--- src/rtl/baud_pkg.sv ---
package baud_pkg;
  localparam int unsigned SEL_W = 4;
  localparam int unsigned CNT_W = 13;
  localparam int unsigned DIV_MAX = 6336;

  typedef logic [SEL_W-1:0] sel_t;
  typedef logic [CNT_W-1:0] cnt_t;

  // 16x baud divisors for a 5.0688 MHz reference
  function automatic cnt_t div_of(input sel_t code);
    case (code)
      4'd0:    return cnt_t'(6336);
      4'd1:    return cnt_t'(4224);
      4'd2:    return cnt_t'(2880);
      4'd3:    return cnt_t'(2355);
      4'd4:    return cnt_t'(2112);
      4'd5:    return cnt_t'(1056);
      4'd6:    return cnt_t'(528);
      4'd7:    return cnt_t'(264);
      4'd8:    return cnt_t'(176);
      4'd9:    return cnt_t'(158);
      4'd10:   return cnt_t'(132);
      4'd11:   return cnt_t'(88);
      4'd12:   return cnt_t'(66);
      4'd13:   return cnt_t'(44);
      4'd14:   return cnt_t'(33);
      default: return cnt_t'(16);
    endcase
  endfunction
endpackage

--- src/rtl/baud_sel_reg.sv ---
module baud_sel_reg
  import baud_pkg::*;
(
  input  logic clk_i,
  input  logic rst_ni,
  input  logic stb_i,
  input  sel_t sel_i,
  output sel_t sel_o
);
  sel_t sel_q;

  always_ff @(posedge clk_i or negedge rst_ni) begin
    if (!rst_ni)    sel_q <= '0;
    else if (stb_i) sel_q <= sel_i;
  end

  assign sel_o = sel_q;
endmodule

--- src/rtl/baud_chan_div.sv ---
module baud_chan_div
  import baud_pkg::*;
(
  input  logic clk_i,
  input  logic rst_ni,
  input  sel_t sel_i,
  output logic tick_o,
  output logic sq_o
);
  cnt_t cnt_q, cnt_d;
  cnt_t div_q, div_d;
  logic reload;
  logic sq_d;

  // divisor is sampled only on reload: no runt periods
  always_comb begin
    reload = (cnt_q == '0);
    div_d  = reload ? div_of(sel_i) : div_q;
    cnt_d  = reload ? div_d - cnt_t'(1) : cnt_q - cnt_t'(1);
    sq_d   = (cnt_d >= (div_d - (div_d >> 1)));
  end

  always_ff @(posedge clk_i or negedge rst_ni) begin
    if (!rst_ni) begin
      cnt_q  <= '0;
      div_q  <= div_of('0);
      tick_o <= 1'b0;
      sq_o   <= 1'b0;
    end else begin
      cnt_q  <= cnt_d;
      div_q  <= div_d;
      tick_o <= reload;
      sq_o   <= sq_d;
    end
  end
endmodule

--- src/rtl/baud_pair_gen.sv ---
module baud_pair_gen
  import baud_pkg::*;
(
  input  logic       clk_i,
  input  logic       rst_ni,
  input  logic [3:0] tx_sel_i,
  input  logic       tx_stb_i,
  input  logic [3:0] rx_sel_i,
  input  logic       rx_stb_i,
  output logic       tx_tick_o,
  output logic       tx_sq_o,
  output logic       rx_tick_o,
  output logic       rx_sq_o
);
  localparam int unsigned N_CH = 2;

  sel_t sel_in  [N_CH];
  sel_t sel_reg [N_CH];
  logic stb_in  [N_CH];
  logic tick    [N_CH];
  logic sq      [N_CH];

  assign sel_in[0] = tx_sel_i;
  assign sel_in[1] = rx_sel_i;
  assign stb_in[0] = tx_stb_i;
  assign stb_in[1] = rx_stb_i;

  for (genvar c = 0; c < N_CH; c++) begin : g_ch
    baud_sel_reg i_sel (
      .clk_i  (clk_i),
      .rst_ni (rst_ni),
      .stb_i  (stb_in[c]),
      .sel_i  (sel_in[c]),
      .sel_o  (sel_reg[c])
    );
    baud_chan_div i_div (
      .clk_i  (clk_i),
      .rst_ni (rst_ni),
      .sel_i  (sel_reg[c]),
      .tick_o (tick[c]),
      .sq_o   (sq[c])
    );
  end

  assign tx_tick_o = tick[0];
  assign tx_sq_o   = sq[0];
  assign rx_tick_o = tick[1];
  assign rx_sq_o   = sq[1];
endmodule

--- config.mk ---
export PLATFORM = sky130hd
export DESIGN_NAME = baud_pair_gen
export DESIGN_NICKNAME = d
export VERILOG_FILES = /design/src/rtl/baud_pkg.sv /design/src/rtl/baud_sel_reg.sv /design/src/rtl/baud_chan_div.sv /design/src/rtl/baud_pair_gen.sv
export SDC_FILE = /design/constraint.sdc
export NUM_CORES = 1
export LEC_CHECK = 0
export BUFFER_PORTS_ARGS = -buffer_cell sky130_fd_sc_hd__buf_2
export CORE_MARGIN = 2
export CORE_UTILIZATION = 45
export DETAILED_ROUTE_END_ITERATION = 10
export GPL_TIMING_DRIVEN = 1
export PLACE_DENSITY = 0.67
export SETUP_SLACK_MARGIN = 0.15
export SYNTH_ARGS = -nofsm -noshare
export SYNTH_HDL_FRONTEND = slang
export SYNTH_SLANG_ARGS = --single-unit
--- constraint.sdc ---
create_clock -name clk_i -period 4 [get_ports clk_i]
set_input_delay 0.4 -clock clk_i [delete_from_list [all_inputs] [get_ports clk_i]]
set_output_delay 0.4 -clock clk_i [all_outputs]
set_load 0.02 [all_outputs]
# After elaboration in Yosys (flattened, before gate mapping)
# Memory sizes are Yosys's and may differ from the RTL's.
# Index checks and enable logic that the tools add are counted.
[classes]
addsub = 6
n_mux = 4
reduce_logical = 2
n_lt_le_gt_ge = 2
[op_table]
columns = ["cell", "count"]
rows = [
  ["$mux W13", 4],
  ["$sub A13 B1 Y13 const B", 4],
  ["$ge A13 B13 Y1", 2],
  ["$logic_not A13 Y1", 2],
  ["$sub A13 B12 Y13", 2],
]
[totals]
regBits = 64
elab_cells = 26
in_bits = 12
romBits = 416
output_inout_bits = 4
memories = 2
[mem_list]
columns = ["name", "words", "word_bits", "rd", "rd_clocked_by_memory_dff", "write_ports", "line_no", "text"]
rows = [
  ["(name not given)", 16, 13, 1, 0, 0, "baud_pkg.sv:11", "case (code)"],
  ["(name not given)", 16, 13, 1, 0, 0, "baud_pkg.sv:11", ""],
]

# Depth between registers and ports, before layout
# Gate-level depths: netlist of the first run.
[depth]
ltp_word = 5
depth_mapped = 24
ltp_nobuf = 23

# By module
# Synthesis of the first run repeated with hierarchy kept, for this count alone.
[unflattened]
hier_cells = 594
area_unflattened_um2 = 5350.1
[by_module_without_submodules]
columns = ["module", "n_inst", "cells_each", "seq_area_each_um2", "area_each_um2"]
rows = [
  ["baud_chan_div (g_ch[1].i_div)", 1, 289, 705.7, 2565.0],
  ["baud_chan_div (g_ch[0].i_div)", 1, 289, 705.7, 2494.9],
  ["baud_sel_reg", 2, 8, 100.1, 145.1],
]

# Worst setup path after synthesis of the first run
# OpenSTA, ideal clock, no wires.
[synth_timing]
path_kind = "register to register"
startpoint = "reg g_ch[1].i_div.cnt_q[8]"
endpoint = "reg g_ch[1].i_div.sq_o"
path_stages_with_launch = 22
slack_ns = -0.058
n_path_buf = 2
t_required_ns = 3.872
period_less_slack_ns = 4.058
t_arrival_ns = 3.930
setup_time_ns = 0.128
path_cell_list = "dfrtp_1 > nor4_1 > nand4_2 > clkbuf_1 > clkbuf_1 > a21oi_1 > ha_1 > fa_1 > nor2b_1 > o31a_1 > o21ai_0 > o21ai_0 > a21oi_1 > a21oi_1 > xnor2_1 > ha_1 > nand4_1 > nor3_1 > o21ai_0 > nand2b_1 > a21oi_1 > o21ai_0"
[synth_between]
elab_chain_len = 5
word_cells_on_any_way = 7
classes_between = "add/sub: 3; order compare: 1; mux: 2; reduce/logical: 1"
[synth_lines]
columns = ["element", "line_no", "text"]
rows = [
  ["from (decl)", "baud_chan_div.sv:10", "cnt_t cnt_q, cnt_d;"],
  ["from (signal assigned)", "baud_chan_div.sv:30", "cnt_q <= cnt_d;"],
  ["$logic_not A13 Y1 (*)", "baud_chan_div.sv:17", "reload = (cnt_q == '0);"],
  ["$mux W13 (*)", "baud_chan_div.sv:18", "div_d = reload ? div_of(sel_i) : div_q;"],
  ["via g_ch[1].i_div.div_d[1]", "baud_chan_div.sv:11", "cnt_t div_q, div_d;"],
  ["$sub A13 B1 Y13", "baud_chan_div.sv:19", "cnt_d = reload ? div_d - cnt_t'(1) : cnt_q - cnt_t'(1);"],
  ["$mux W13", "baud_chan_div.sv:19", ""],
  ["$ge A13 B13 Y1 (*)", "baud_chan_div.sv:20", "sq_d = (cnt_d >= (div_d - (div_d >> 1)));"],
  ["via g_ch[1].i_div.sq_d", "baud_chan_div.sv:13", "logic sq_d;"],
  ["to (signal assigned)", "baud_chan_div.sv:33", "sq_o <= sq_d;"],
  ["to (decl)", "baud_chan_div.sv:8", "output logic sq_o"],
]
# The timed path passes the listed nets; every way through them passes the cells marked *.
# A chain may end at the register's enable or synchronous reset.

# Final worst setup path of the first run
[layout_timing]
startpoint = "reg g_ch[0].i_div.cnt_q[8]"
endpoint = "reg g_ch[0].i_div.sq_o"
[layout_between]
elab_chain_len = 5
word_cells_on_any_way = 7
classes_between = "add/sub: 3; order compare: 1; mux: 2; reduce/logical: 1"
[layout_lines]
columns = ["element", "line_no"]
rows = [
  ["from (decl)", "baud_chan_div.sv:10"],
  ["from (signal assigned)", "baud_chan_div.sv:30"],
  ["$logic_not A13 Y1", "baud_chan_div.sv:17"],
  ["$mux W13", "baud_chan_div.sv:18"],
  ["$sub A13 B1 Y13", "baud_chan_div.sv:19"],
  ["$mux W13", "baud_chan_div.sv:19"],
  ["$ge A13 B13 Y1 (*)", "baud_chan_div.sv:20"],
  ["via g_ch[0].i_div.sq_d", "baud_chan_div.sv:13"],
  ["to (signal assigned)", "baud_chan_div.sv:33"],
  ["to (decl)", "baud_chan_div.sv:8"],
]
# Marked as above.

==> results of run 1 <==
[final cells by class]
| class | count | area share (%) |
|---|---|---|
| Multi-Input combinational cell | 426 | 55.5 |
| Clock buffer | 12 | 2.24 |
| Sequential cell | 64 | 24.9 |
| Timing Repair Buffer | 102 | 11.4 |
| Tap cell | 140 | 2.70 |
| Inverter | 51 | 2.99 |
| Clock inverter | 4 | 0.308 |
[kinds of logic after synthesis]
group                      Yosys count
AOI/OAI and AO/OA                  125
and+or+nand+nor                    178
muxes                               19
buffers and inverters               65
adders and majority gates           65
DFF                                 64
xor gates and xnor gates            39
[metrics by stage]
| step | total power (µW) | cell area [µm²] | hold slack (ns) | std cells | TNS [ns] |
|---|---|---|---|---|---|
| 6_report | 4980 | 6490 | 0.181 | 799 | -0.180 |
| 5_1_grt | 5430 | 6490 | 0.262 | 799 | -0.526 |
| 4_1_cts | 4630 | 6150 | 0.221 | 787 | 0 |
| 3_5_place_dp | 3830 | 5660 | 0.452 | 757 | -0.407 |
| 2_1_floorplan | 3000 | 5020 | 0.104 | 555 | 0 |
| 3_3_place_gp | 3720 | 5660 | 0.451 | 757 | -0.303 |
[path summary, 6_finish.rpt]
check,start,end,cells past startpoint
setup / recovery,g_ch[0].i_div.cnt_q[8],g_ch[0].i_div.sq_o,19
hold / removal,rst_ni,g_ch[0].i_sel.sel_o[2],1
setup reg to reg,g_ch[0].i_div.cnt_q[8],g_ch[0].i_div.sq_o,19
hold reg to reg,g_ch[0].i_div.cnt_q[0],g_ch[0].i_div.cnt_q[0],1
max in group asynchronous,rst_ni,g_ch[1].i_div.div_q[6],2
min in group clk_i,tx_sel_i[0],g_ch[0].i_sel.sel_o[0],3
[routing by layer]
layer,track usage [%],wire (µm)
met5,0,0
met1,32.4,6310
met2,35.8,6220
met3,3.85,563
met4,6.33,205
[state kept, by name, summed over array words and instances (netlist names)]
name               count
g_ch.i_div.div_q      26
g_ch.i_div.tick_o      2
g_ch.i_div.sq_o        2
g_ch.i_sel.sel_o       8
g_ch.i_div.cnt_q      26
[power by group through the flow]
stage,clock network (µW),registers [µW],logic (µW)
after floorplan,0,993,2010
after global placement,0,1000,2710
after detailed placement,0,1010,2820
after CTS,509,1010,3110
after global routing,539,1060,3830
final,502,1040,3440
[what timing repair did]
item | CTS | global route
endpoints found under the setup margin | 2 | 2
gates cloned | 0 | 1
pin swaps | 37 | 35
buffers inserted | 14 | 11
gates resized for setup | 57 | 47
[critical path, cell delays in order (launching register included)]
cell                       delay (ns)
sky130_fd_sc_hd__dfrtp_1         0.43
sky130_fd_sc_hd__nor4_4          0.26
sky130_fd_sc_hd__nand4_1         0.30
sky130_fd_sc_hd__buf_6           0.26
sky130_fd_sc_hd__a21oi_2         0.22
sky130_fd_sc_hd__ha_4            0.19
sky130_fd_sc_hd__fa_2            0.25
sky130_fd_sc_hd__nor2b_4         0.05
sky130_fd_sc_hd__o21ai_2         0.14
sky130_fd_sc_hd__a21oi_2         0.09
sky130_fd_sc_hd__o31a_1          0.28
sky130_fd_sc_hd__buf_4           0.15
sky130_fd_sc_hd__o211ai_1        0.24
sky130_fd_sc_hd__a21oi_1         0.12
sky130_fd_sc_hd__xnor2_1         0.14
sky130_fd_sc_hd__ha_1            0.33
sky130_fd_sc_hd__nand4_1         0.12
sky130_fd_sc_hd__nor2_1          0.07
sky130_fd_sc_hd__a221oi_2        0.23
sky130_fd_sc_hd__nand2_1         0.11
[placed cells by master (no fill, tap or decap), drive strengths merged, types with 10 or more instances in the layout]
master	instances
xnor2	24
nand2	34
nand3	18
nand4	10
ha	63
inv	51
buf	102
nor2	45
nor2b	15
clkbuf	12
a21oi	36
dfrtp	56
o21a	12
o21ai	31
xor2	15
nand2b	14
a21o	12
nor3	17
==> run metrics, run 1 <==
status=finished with violations; failing checks=negative setup slack; Synth Flop Type=sky130_fd_sc_hd__dfrtp_1; global-route usage over all layers=22.8%; Syn. warnings=0; Worst Path Required=4.22 ns; final worst-path cycle share=103%; core region area=0.0108 mm²; compound-cell area share of the yosys netlist=16.6%; xor/xnor cell area share of the yosys netlist=6.83%; wire length of the first global-routing pass=21300 µm; DP HPWL=9460 µm; antenna diode count=0; worst setup slack after layout=-0.106 ns; DP Worst Slack=-0.237 ns; total net switching power=2190 µW; initial standard-cell utilization of the core=46.2%; part of the power in registers=20.9%; Pwr per Cell Area=767 mW/mm²; area enclosed by the die boundary=0.0120 mm²; setup repair after global routing missed its margin=true; clock buffer count from CTS=9; area share of and/or/nand/nor cells after synthesis=18.2%; final-layout fill cell count=899; count of endpoints failing setup in the final report=2; cell count after synthesis=555; internal power=2790 µW; wire length reported by the detailed router=13300 µm; clock-pin slew on the worst setup and hold paths=0.07 ns; routability cong.=0.902; largest net degree at the start of global routing=41; Mapped Nets=632; Final #Nets=731; Final Util=59.9%; total area of multi-input combinational cells=0.00360 mm²; sequential standard cell area=0.00161 mm²; worst clock skew=0.00855 ns; clock tree buffer depth=2; portion of synthesized cell area occupied by the leading cell type=28.0%; FF+latch count, synth=64; share of the yosys chip area belonging to registers=32.2%; Slew Limit Headroom=40.4%; mux cell area share after synthesis=4.50%; Synth area leaders=sky130_fd_sc_hd__dfrtp_1, sky130_fd_sc_hd__ha_1, sky130_fd_sc_hd__dfstp_2; number of cell rows=38; Detailed Routing Iterations Pass 1=5; number of DRC markers in iteration 0=206; proportion of power drawn by combinational gates=69.0%; count of hold buffers inserted by post-cts repair=0; fraction of final layout cells sized beyond drive strength 1=32.8%; Boundary Pins=16; fraction of the mapped netlist area in adder cells=16.6%; Max IR drop VDD=0.350 mV; Synth top cells by count=sky130_fd_sc_hd__ha_1, sky130_fd_sc_hd__dfrtp_1, sky130_fd_sc_hd__inv_1; post-synth design cell area=0.00500 mm²; dominant cell by count in the synthesized netlist=sky130_fd_sc_hd__ha_1; count of antenna-violating nets left after detailed routing=0; category of the worst setup path launch point=register; Critical Path AT=4.32 ns; Worst Path Class, Setup=reg -> reg; vias in the first global route=4294; post-route DRC violation count=0; number of synthesized flops with an enable pin=0; total congestion overflow after global routing=0; clock network latency to the later pin of the worst-skew pair=0.35 ns; Highest Clock Rate=0.244 GHz; time the worst path needs with I/O delays and setup=4.11 ns; drt via density=5.54; kind of end point of the critical path=register; path class of the lowest-slack min-delay path=in -> async; relative contribution of the clock network to total power=10.1%; largest fanout on the critical path=8; proportion of total power due to net switching=44.0%; fraction of registers with async set or reset after synthesis=100%; die outline width=109 µm; Final Hold Vio Count=0; root buf cell=sky130_fd_sc_hd__clkbuf_8; Worst R2R Setup Slack=-0.11 ns; Port Buffers=15; cell type with the highest aggregate area in the netlist=sky130_fd_sc_hd__dfrtp_1; transition time at the pin with the least slew margin=0.894 ns; vertical die dimension=109 µm; average detailed-routed wire length per instance=16.6 µm; final-report max-slew violation count=0; Layout area overhead=29.8%; total leakage power=0.00301 µW; clock tree from TritonCTS=built; initial antenna violation count=0; clock tree sinks=64; Synth Area per Inst=9.02 µm²; Max-cap violations=0; number of distinct library cells after synthesis=56; CTS H-Tree Depth=3; DR vias=4430; largest family of logic cells by synthesized area=simple AND/OR/NAND/NOR gates
Note: power is estimated with default switching activity, not from simulation.
==> inputs of run 2 (changes only) <==
- CELL_PAD_IN_SITES_DETAIL_PLACEMENT: default -> 0
- CELL_PAD_IN_SITES_GLOBAL_PLACEMENT: default -> 1
- CORE_UTILIZATION: 45 -> 44
- PLACE_DENSITY: 0.67 -> 0.8
==> run 2 against run 1 <==
Compared with the run above:
- the flow still finishes with violations (negative setup slack)
- clock power increased by 55%
- first-iteration DRC count increased by 84%
- hold slack better by 0.054 ns
- critical endpoint unchanged
- highest routed layer unchanged
==> run metrics, run 2 (synthesis results as in run 1) <==
category of the worst setup path launch point=register; clock tree from TritonCTS=built; slowest CP cell=sky130_fd_sc_hd__fa_2; path class of the lowest-slack min-delay path=in -> async; drt via density=5.44; Final #Nets=748; Detailed Routing Iterations Pass 1=4; Max IR drop VDD=0.552 mV; kind of end point of the critical path=register; DP Worst Slack=-0.163 ns; Port Buffers=15; transition time at the pin with the least slew margin=1.01 ns; cell-by-cell trace of the critical path=inv_1, ha_2, nand2_1, o21ai_0, and3_4, buf_4, a21o_1, buf_4, fa_2, nor2b_2, o21ai_2, a21oi_2, o31a_1, o211ai_1, a21oi_1, xnor2_1, ha_1, buf_4, a221oi_2, nand2_1; status=finished with violations; Max-cap violations=0; root buf cell=sky130_fd_sc_hd__clkbuf_16; largest fanout on the critical path=4; number of DRC markers in iteration 0=379; setup repair after global routing missed its margin=true; average detailed-routed wire length per instance=16.0 µm; routability cong.=0.897; Final Hold Vio Count=0; Final Util=61.8%; final-layout fill cell count=900; Boundary Pins=16; antenna diode count=0; Worst Path Required=4.22 ns; core region area=0.0110 mm²; vias in the first global route=4272; Pwr per Cell Area=780 mW/mm²; Slew Limit Headroom=32.9%; Worst Path Class, Setup=reg -> reg; count of antenna-violating nets left after detailed routing=0; CTS H-Tree Depth=3; count of endpoints failing setup in the final report=1; Worst R2R Setup Slack=-0.04 ns; clock-pin slew on the worst setup and hold paths=0.06 ns; final-report max-slew violation count=0; total congestion overflow after global routing=0; global-route usage over all layers=21.2%; number of cell rows=38; time the worst path needs with I/O delays and setup=4.04 ns; worst setup slack after layout=-0.0427 ns; wire length of the first global-routing pass=21100 µm; cell family with most CP delay=compound AO/OA/AOI/OAI gates; worst clock skew=0.00760 ns; final worst-path cycle share=101%; failing checks=negative setup slack; clock network latency to the later pin of the worst-skew pair=0.34 ns; highest cell delay on the worst timing path=0.40 ns; Highest Clock Rate=0.247 GHz; area enclosed by the die boundary=0.0122 mm²; Layout area overhead=35.6%; sum of buffers and inverters on the critical path=4; initial standard-cell utilization of the core=45.6%; die outline width=111 µm; cell depth of the worst flop-to-flop path=20; total leakage power=0.00316 µW; fraction of final layout cells sized beyond drive strength 1=36.2%; Critical Path Most Common Cell=sky130_fd_sc_hd__buf_4; post-route DRC violation count=0; total negative slack for setup checks=-0.0427 ns; Critical Path AT=4.26 ns; DP HPWL=9450 µm; clock tree sinks=64; clock tree buffer depth=2; reg2reg start=g_ch[0].i_sel.sel_o[1]; wire length reported by the detailed router=13100 µm; endpoint of the lowest-slack register-to-register path=g_ch[0].i_div.sq_o; commonest non-fill, non-tap cells in the layout=sky130_fd_sc_hd__buf_4, sky130_fd_sc_hd__dfrtp_1, sky130_fd_sc_hd__ha_1, sky130_fd_sc_hd__inv_1, sky130_fd_sc_hd__nor2_1; largest net degree at the start of global routing=41; instance count on the critical path=20; DR vias=4435; most common library cell in the layout ignoring fill and taps=sky130_fd_sc_hd__buf_4; vertical die dimension=111 µm; clock buffer count from CTS=9; initial antenna violation count=0
==> run 2: changes by cell type in the layout (fill, tap and decap cells not counted), moves of 2 or more <==
cell and change:
sky130_fd_sc_hd__clkbuf_1 -2, sky130_fd_sc_hd__ha_2 +5, sky130_fd_sc_hd__ha_1 -5, sky130_fd_sc_hd__o21ai_2 +3, sky130_fd_sc_hd__clkbuf_16 +9, sky130_fd_sc_hd__clkbuf_8 -10
sky130_fd_sc_hd__buf_12 +2, sky130_fd_sc_hd__nor4_4 -2, sky130_fd_sc_hd__o21ai_0 -2, sky130_fd_sc_hd__buf_4 +14
==> run 2: timing repair <==
action / CTS / global route
resized for setup: 68 / 46
setup buffers: 10 / 14
pin swaps: 33 / 38
hold buffers: 0 / 0
endpoints found under the setup margin: 2 / 2
==> run 2: worst register-to-register path: stages, from the launching register on <==
cell and delay, ns:
sky130_fd_sc_hd__dfrtp_1 0.39, sky130_fd_sc_hd__inv_1 0.12, sky130_fd_sc_hd__ha_2 0.21, sky130_fd_sc_hd__nand2_1 0.12, sky130_fd_sc_hd__o21ai_0 0.12, sky130_fd_sc_hd__and3_4 0.21, sky130_fd_sc_hd__buf_4 0.13, sky130_fd_sc_hd__a21o_1 0.19
sky130_fd_sc_hd__buf_4 0.15, sky130_fd_sc_hd__fa_2 0.40, sky130_fd_sc_hd__nor2b_2 0.14, sky130_fd_sc_hd__o21ai_2 0.09, sky130_fd_sc_hd__a21oi_2 0.16, sky130_fd_sc_hd__o31a_1 0.21, sky130_fd_sc_hd__o211ai_1 0.14, sky130_fd_sc_hd__a21oi_1 0.21
sky130_fd_sc_hd__xnor2_1 0.09, sky130_fd_sc_hd__ha_1 0.34, sky130_fd_sc_hd__buf_4 0.15, sky130_fd_sc_hd__a221oi_2 0.24, sky130_fd_sc_hd__nand2_1 0.10
==> run 2: worst max-delay path by stage <==
stage | to | slack (ns) | from
6_report | g_ch[0].i_div.sq_o | -0.04 | g_ch[0].i_sel.sel_o[1]
4_1_cts | g_ch[0].i_div.sq_o | 0.008 | g_ch[0].i_sel.sel_o[0]
3_5_place_dp | g_ch[1].i_div.sq_o | -0.16 | g_ch[1].i_div.cnt_q[11]
2_1_floorplan | g_ch[1].i_div.sq_o | 0.15 | g_ch[1].i_div.cnt_q[8]
3_3_place_gp | g_ch[0].i_div.sq_o | -0.14 | g_ch[0].i_sel.sel_o[0]
5_1_grt | g_ch[0].i_div.sq_o | -0.23 | g_ch[0].i_div.cnt_q[8]
==> run 2: area by class of cell <==
cell class / instances / area [µm²] / share of cell area (%)
Timing Repair Buffer: 119 / 907 / 13.4
Tap cell: 140 / 175 / 2.58
Inverter: 51 / 194 / 2.86
Sequential cell: 64 / 1610 / 23.8
Clock buffer: 9 / 225 / 3.32
Clock inverter: 7 / 62.6 / 0.922
Multi-Input combinational cell: 426 / 3610 / 53.2
==> run 2: through the flow <==
stage | area, µm² | std cells | hold WS [ns] | total power [µW]
after floorplan | 5020 | 555 | 0.104 | 3000
after CTS | 6480 | 802 | 0.265 | 4980
after detailed placement | 5820 | 776 | 0.451 | 3890
after global routing | 6780 | 816 | 0.287 | 5740
after global placement | 5820 | 776 | 0.444 | 3810
final | 6780 | 816 | 0.234 | 5290
==> run 2: metal layers <==
layer  vias to the layer above  global-route usage, %  part of all wire [%]
li1                       2195                      -                     -
met1                      2126                   30.1                    48
met2                        96                   33.5                    47
met3                        18                   4.01                   4.3
met4                         0                   5.08                   1.3
met5                         -                      0                     0
==> run 2: where the power goes <==
| part | switching [µW] | internal [µW] |
|---|---|---|
| clock network | 303 | 476 |
| registers | 148 | 877 |
| logic | 1750 | 1740 |
==> inputs of run 3 (changes only) <==
- CORE_UTILIZATION: 44 -> 45
- PLACE_DENSITY: 0.8 -> 0.79
- clock period: 4 -> 4.2 ns (I/O delays scaled with it)
==> run 3 against run 2 <==
Compared with the run above:
- final area fell by 8.3%
- largest power group unchanged
- highest routed layer unchanged
- critical endpoint unchanged
- the flow now finishes without violations
- die area is 2.1% lower
- maximum frequency shrank 0.15%
- largest cell class unchanged
==> run metrics, run 3 (synthesis results as in run 1) <==
GRT Max-Usage Layer=met1; cell family with most CP delay=compound AO/OA/AOI/OAI gates; final-report max-slew violation count=0; wire length of the first global-routing pass=19500 µm; largest fanout on the critical path=6; root buf cell=sky130_fd_sc_hd__clkbuf_8; highest cell delay on the worst timing path=0.39 ns; Layout area overhead=24.3%; status=completed; Final Hold Vio Count=0; transition time at the pin with the least slew margin=0.812 ns; drt via density=5.48; GRT met1 Usage=32.1%; Worst R2R Setup Slack=0.15 ns; DP HPWL=9100 µm; global-route usage over all layers=21.0%; Slew Limit Headroom=45.8%; Detailed Routing Iterations Pass 1=4; clock-pin slew on the worst setup and hold paths=0.07 ns; final worst-path cycle share=96.4%; Port Buffers=15; count of antenna-violating nets left after detailed routing=0; Worst Path Class, Setup=reg -> reg; die outline width=109 µm; fraction of final layout cells sized beyond drive strength 1=30.1%; cell depth of the worst flop-to-flop path=19; clock tree buffer depth=2; vertical die dimension=109 µm; reg2reg start=g_ch[0].i_div.cnt_q[1]; antenna diode count=0; number of DRC markers in iteration 0=263; setup repair after global routing missed its margin=true; number of cell rows=38; total leakage power=0.00288 µW; count of endpoints failing setup in the final report=0; sum of buffers and inverters on the critical path=2; cell-by-cell trace of the critical path=nor4_1, nand4_1, buf_6, a21oi_1, ha_2, fa_2, nor2b_4, o21ai_2, a21oi_2, o31a_1, o211ai_1, buf_4, nand2b_4, xnor2_2, ha_1, nand4_1, nor2_1, a221oi_2, nand2_1; vias in the first global route=3932; clock tree from TritonCTS=built; core region area=0.0108 mm²; endpoint of the lowest-slack register-to-register path=g_ch[0].i_div.sq_o; average detailed-routed wire length per instance=15.6 µm; worst clock skew=0.00913 ns; Boundary Pins=16; wire length reported by the detailed router=12100 µm; routing usage on met3=3.26%; initial standard-cell utilization of the core=46.2%; CTS H-Tree Depth=3; DR vias=4264; area enclosed by the die boundary=0.0120 mm²; total chip power=4510 µW; Pwr per Cell Area=725 mW/mm²; largest net degree at the start of global routing=34; Worst Path Required=4.43 ns; kind of end point of the critical path=register; commonest non-fill, non-tap cells in the layout=sky130_fd_sc_hd__buf_4, sky130_fd_sc_hd__ha_1, sky130_fd_sc_hd__dfrtp_1, sky130_fd_sc_hd__inv_1, sky130_fd_sc_hd__nor2_1; Final Util=57.4%; global-route met2 utilization=30.2%; Critical Path AT=4.28 ns; category of the worst setup path launch point=register; post-route DRC violation count=0; final-layout fill cell count=932; slowest CP cell=sky130_fd_sc_hd__dfrtp_1; Max IR drop VDD=0.275 mV; most common library cell in the layout ignoring fill and taps=sky130_fd_sc_hd__buf_4; Highest Clock Rate=0.247 GHz; clock network latency to the later pin of the worst-skew pair=0.35 ns; total congestion overflow after global routing=0; Final #Nets=710; routability cong.=0.859; clock buffer count from CTS=9; initial antenna violation count=0; path class of the lowest-slack min-delay path=in -> async; clock tree sinks=64; time the worst path needs with I/O delays and setup=4.05 ns; Critical Path Most Common Cell=sky130_fd_sc_hd__nand4_1; Max-cap violations=0
## run 3: changes by cell type in the layout (fill, tap and decap cells not counted), moves of 3 or more
cell	delta
sky130_fd_sc_hd__clkbuf_16	-9
sky130_fd_sc_hd__clkbuf_8	+10
sky130_fd_sc_hd__ha_1	+4
sky130_fd_sc_hd__dfrtp_2	+4
sky130_fd_sc_hd__buf_4	-36
sky130_fd_sc_hd__dfrtp_1	-4
sky130_fd_sc_hd__a21oi_1	+3
sky130_fd_sc_hd__ha_4	-3
## run 3: report_power, final
part | internal [µW] | switching [µW] | total [µW]
Clock | 227 | 247 | 474
Combinational | 1500 | 1550 | 3050
Sequential | 836 | 152 | 988
## run 3: worst register-to-register path, stage by stage, from the launching register on
cell and delay, ns:
sky130_fd_sc_hd__dfrtp_1 0.39, sky130_fd_sc_hd__nor4_1 0.29, sky130_fd_sc_hd__nand4_1 0.27, sky130_fd_sc_hd__buf_6 0.22
sky130_fd_sc_hd__a21oi_1 0.27, sky130_fd_sc_hd__ha_2 0.29, sky130_fd_sc_hd__fa_2 0.26, sky130_fd_sc_hd__nor2b_4 0.05
sky130_fd_sc_hd__o21ai_2 0.15, sky130_fd_sc_hd__a21oi_2 0.09, sky130_fd_sc_hd__o31a_1 0.28, sky130_fd_sc_hd__o211ai_1 0.28
sky130_fd_sc_hd__buf_4 0.18, sky130_fd_sc_hd__nand2b_4 0.05, sky130_fd_sc_hd__xnor2_2 0.13, sky130_fd_sc_hd__ha_1 0.28
sky130_fd_sc_hd__nand4_1 0.09, sky130_fd_sc_hd__nor2_1 0.05, sky130_fd_sc_hd__a221oi_2 0.22, sky130_fd_sc_hd__nand2_1 0.07
## run 3: cell type report
cell class,instances,area [µm²],area share [%]
Inverter,51,194,3.12
Multi-Input combinational cell,426,3470,55.9
Timing Repair Buffer,81,593,9.53
Tap cell,140,175,2.82
Clock buffer,12,145,2.33
Clock inverter,4,20.0,0.322
Sequential cell,64,1620,26.0
## run 3: worst max path at each step
| stage | start | endpoint | slack, ns | depth (start not counted) |
|---|---|---|---|---|
| finish | g_ch[0].i_div.cnt_q[1] | g_ch[0].i_div.sq_o | 0.15 | 19 |
| CTS | g_ch[1].i_sel.sel_o[0] | g_ch[1].i_div.sq_o | 0.15 | 21 |
| floorplan | g_ch[1].i_div.cnt_q[8] | g_ch[1].i_div.sq_o | 0.18 | 20 |
| global placement | g_ch[0].i_div.cnt_q[4] | g_ch[0].i_div.sq_o | -0.03 | 21 |
| detailed placement | g_ch[1].i_sel.sel_o[1] | g_ch[1].i_div.sq_o | -0.08 | 22 |
| global route | g_ch[0].i_div.cnt_q[4] | g_ch[0].i_div.sq_o | -0.08 | 19 |
## run 3: routing by layer
metal,vias up,part of all wire (%),routed length (µm)
met5,-,0,0
met4,0,1.4,166
met3,15,3.8,456
met2,72,44,5320
met1,2060,51,6210
li1,2117,-,-
## run 3: timing repair
item                       4_1_cts  5_1_grt
hold buffers                     0        0
pin swaps                       16       37
setup endpoints to repair        2        2
resized for setup               23       74
setup buffers                    3       14
## run 3: metrics by stage
stage	setup WS [ns]	instances	setup TNS, ns	hold slack [ns]	instance area [µm²]
2_1_floorplan	0.180	555	0	0.124	5010
3_3_place_gp	-0.0291	745	-0.0497	0.452	5560
3_5_place_dp	-0.0793	745	-0.0793	0.465	5560
4_1_cts	0.149	764	0	0.172	5810
5_1_grt	-0.0796	778	-0.130	0.218	6220
6_report	0.151	778	0	0.157	6220
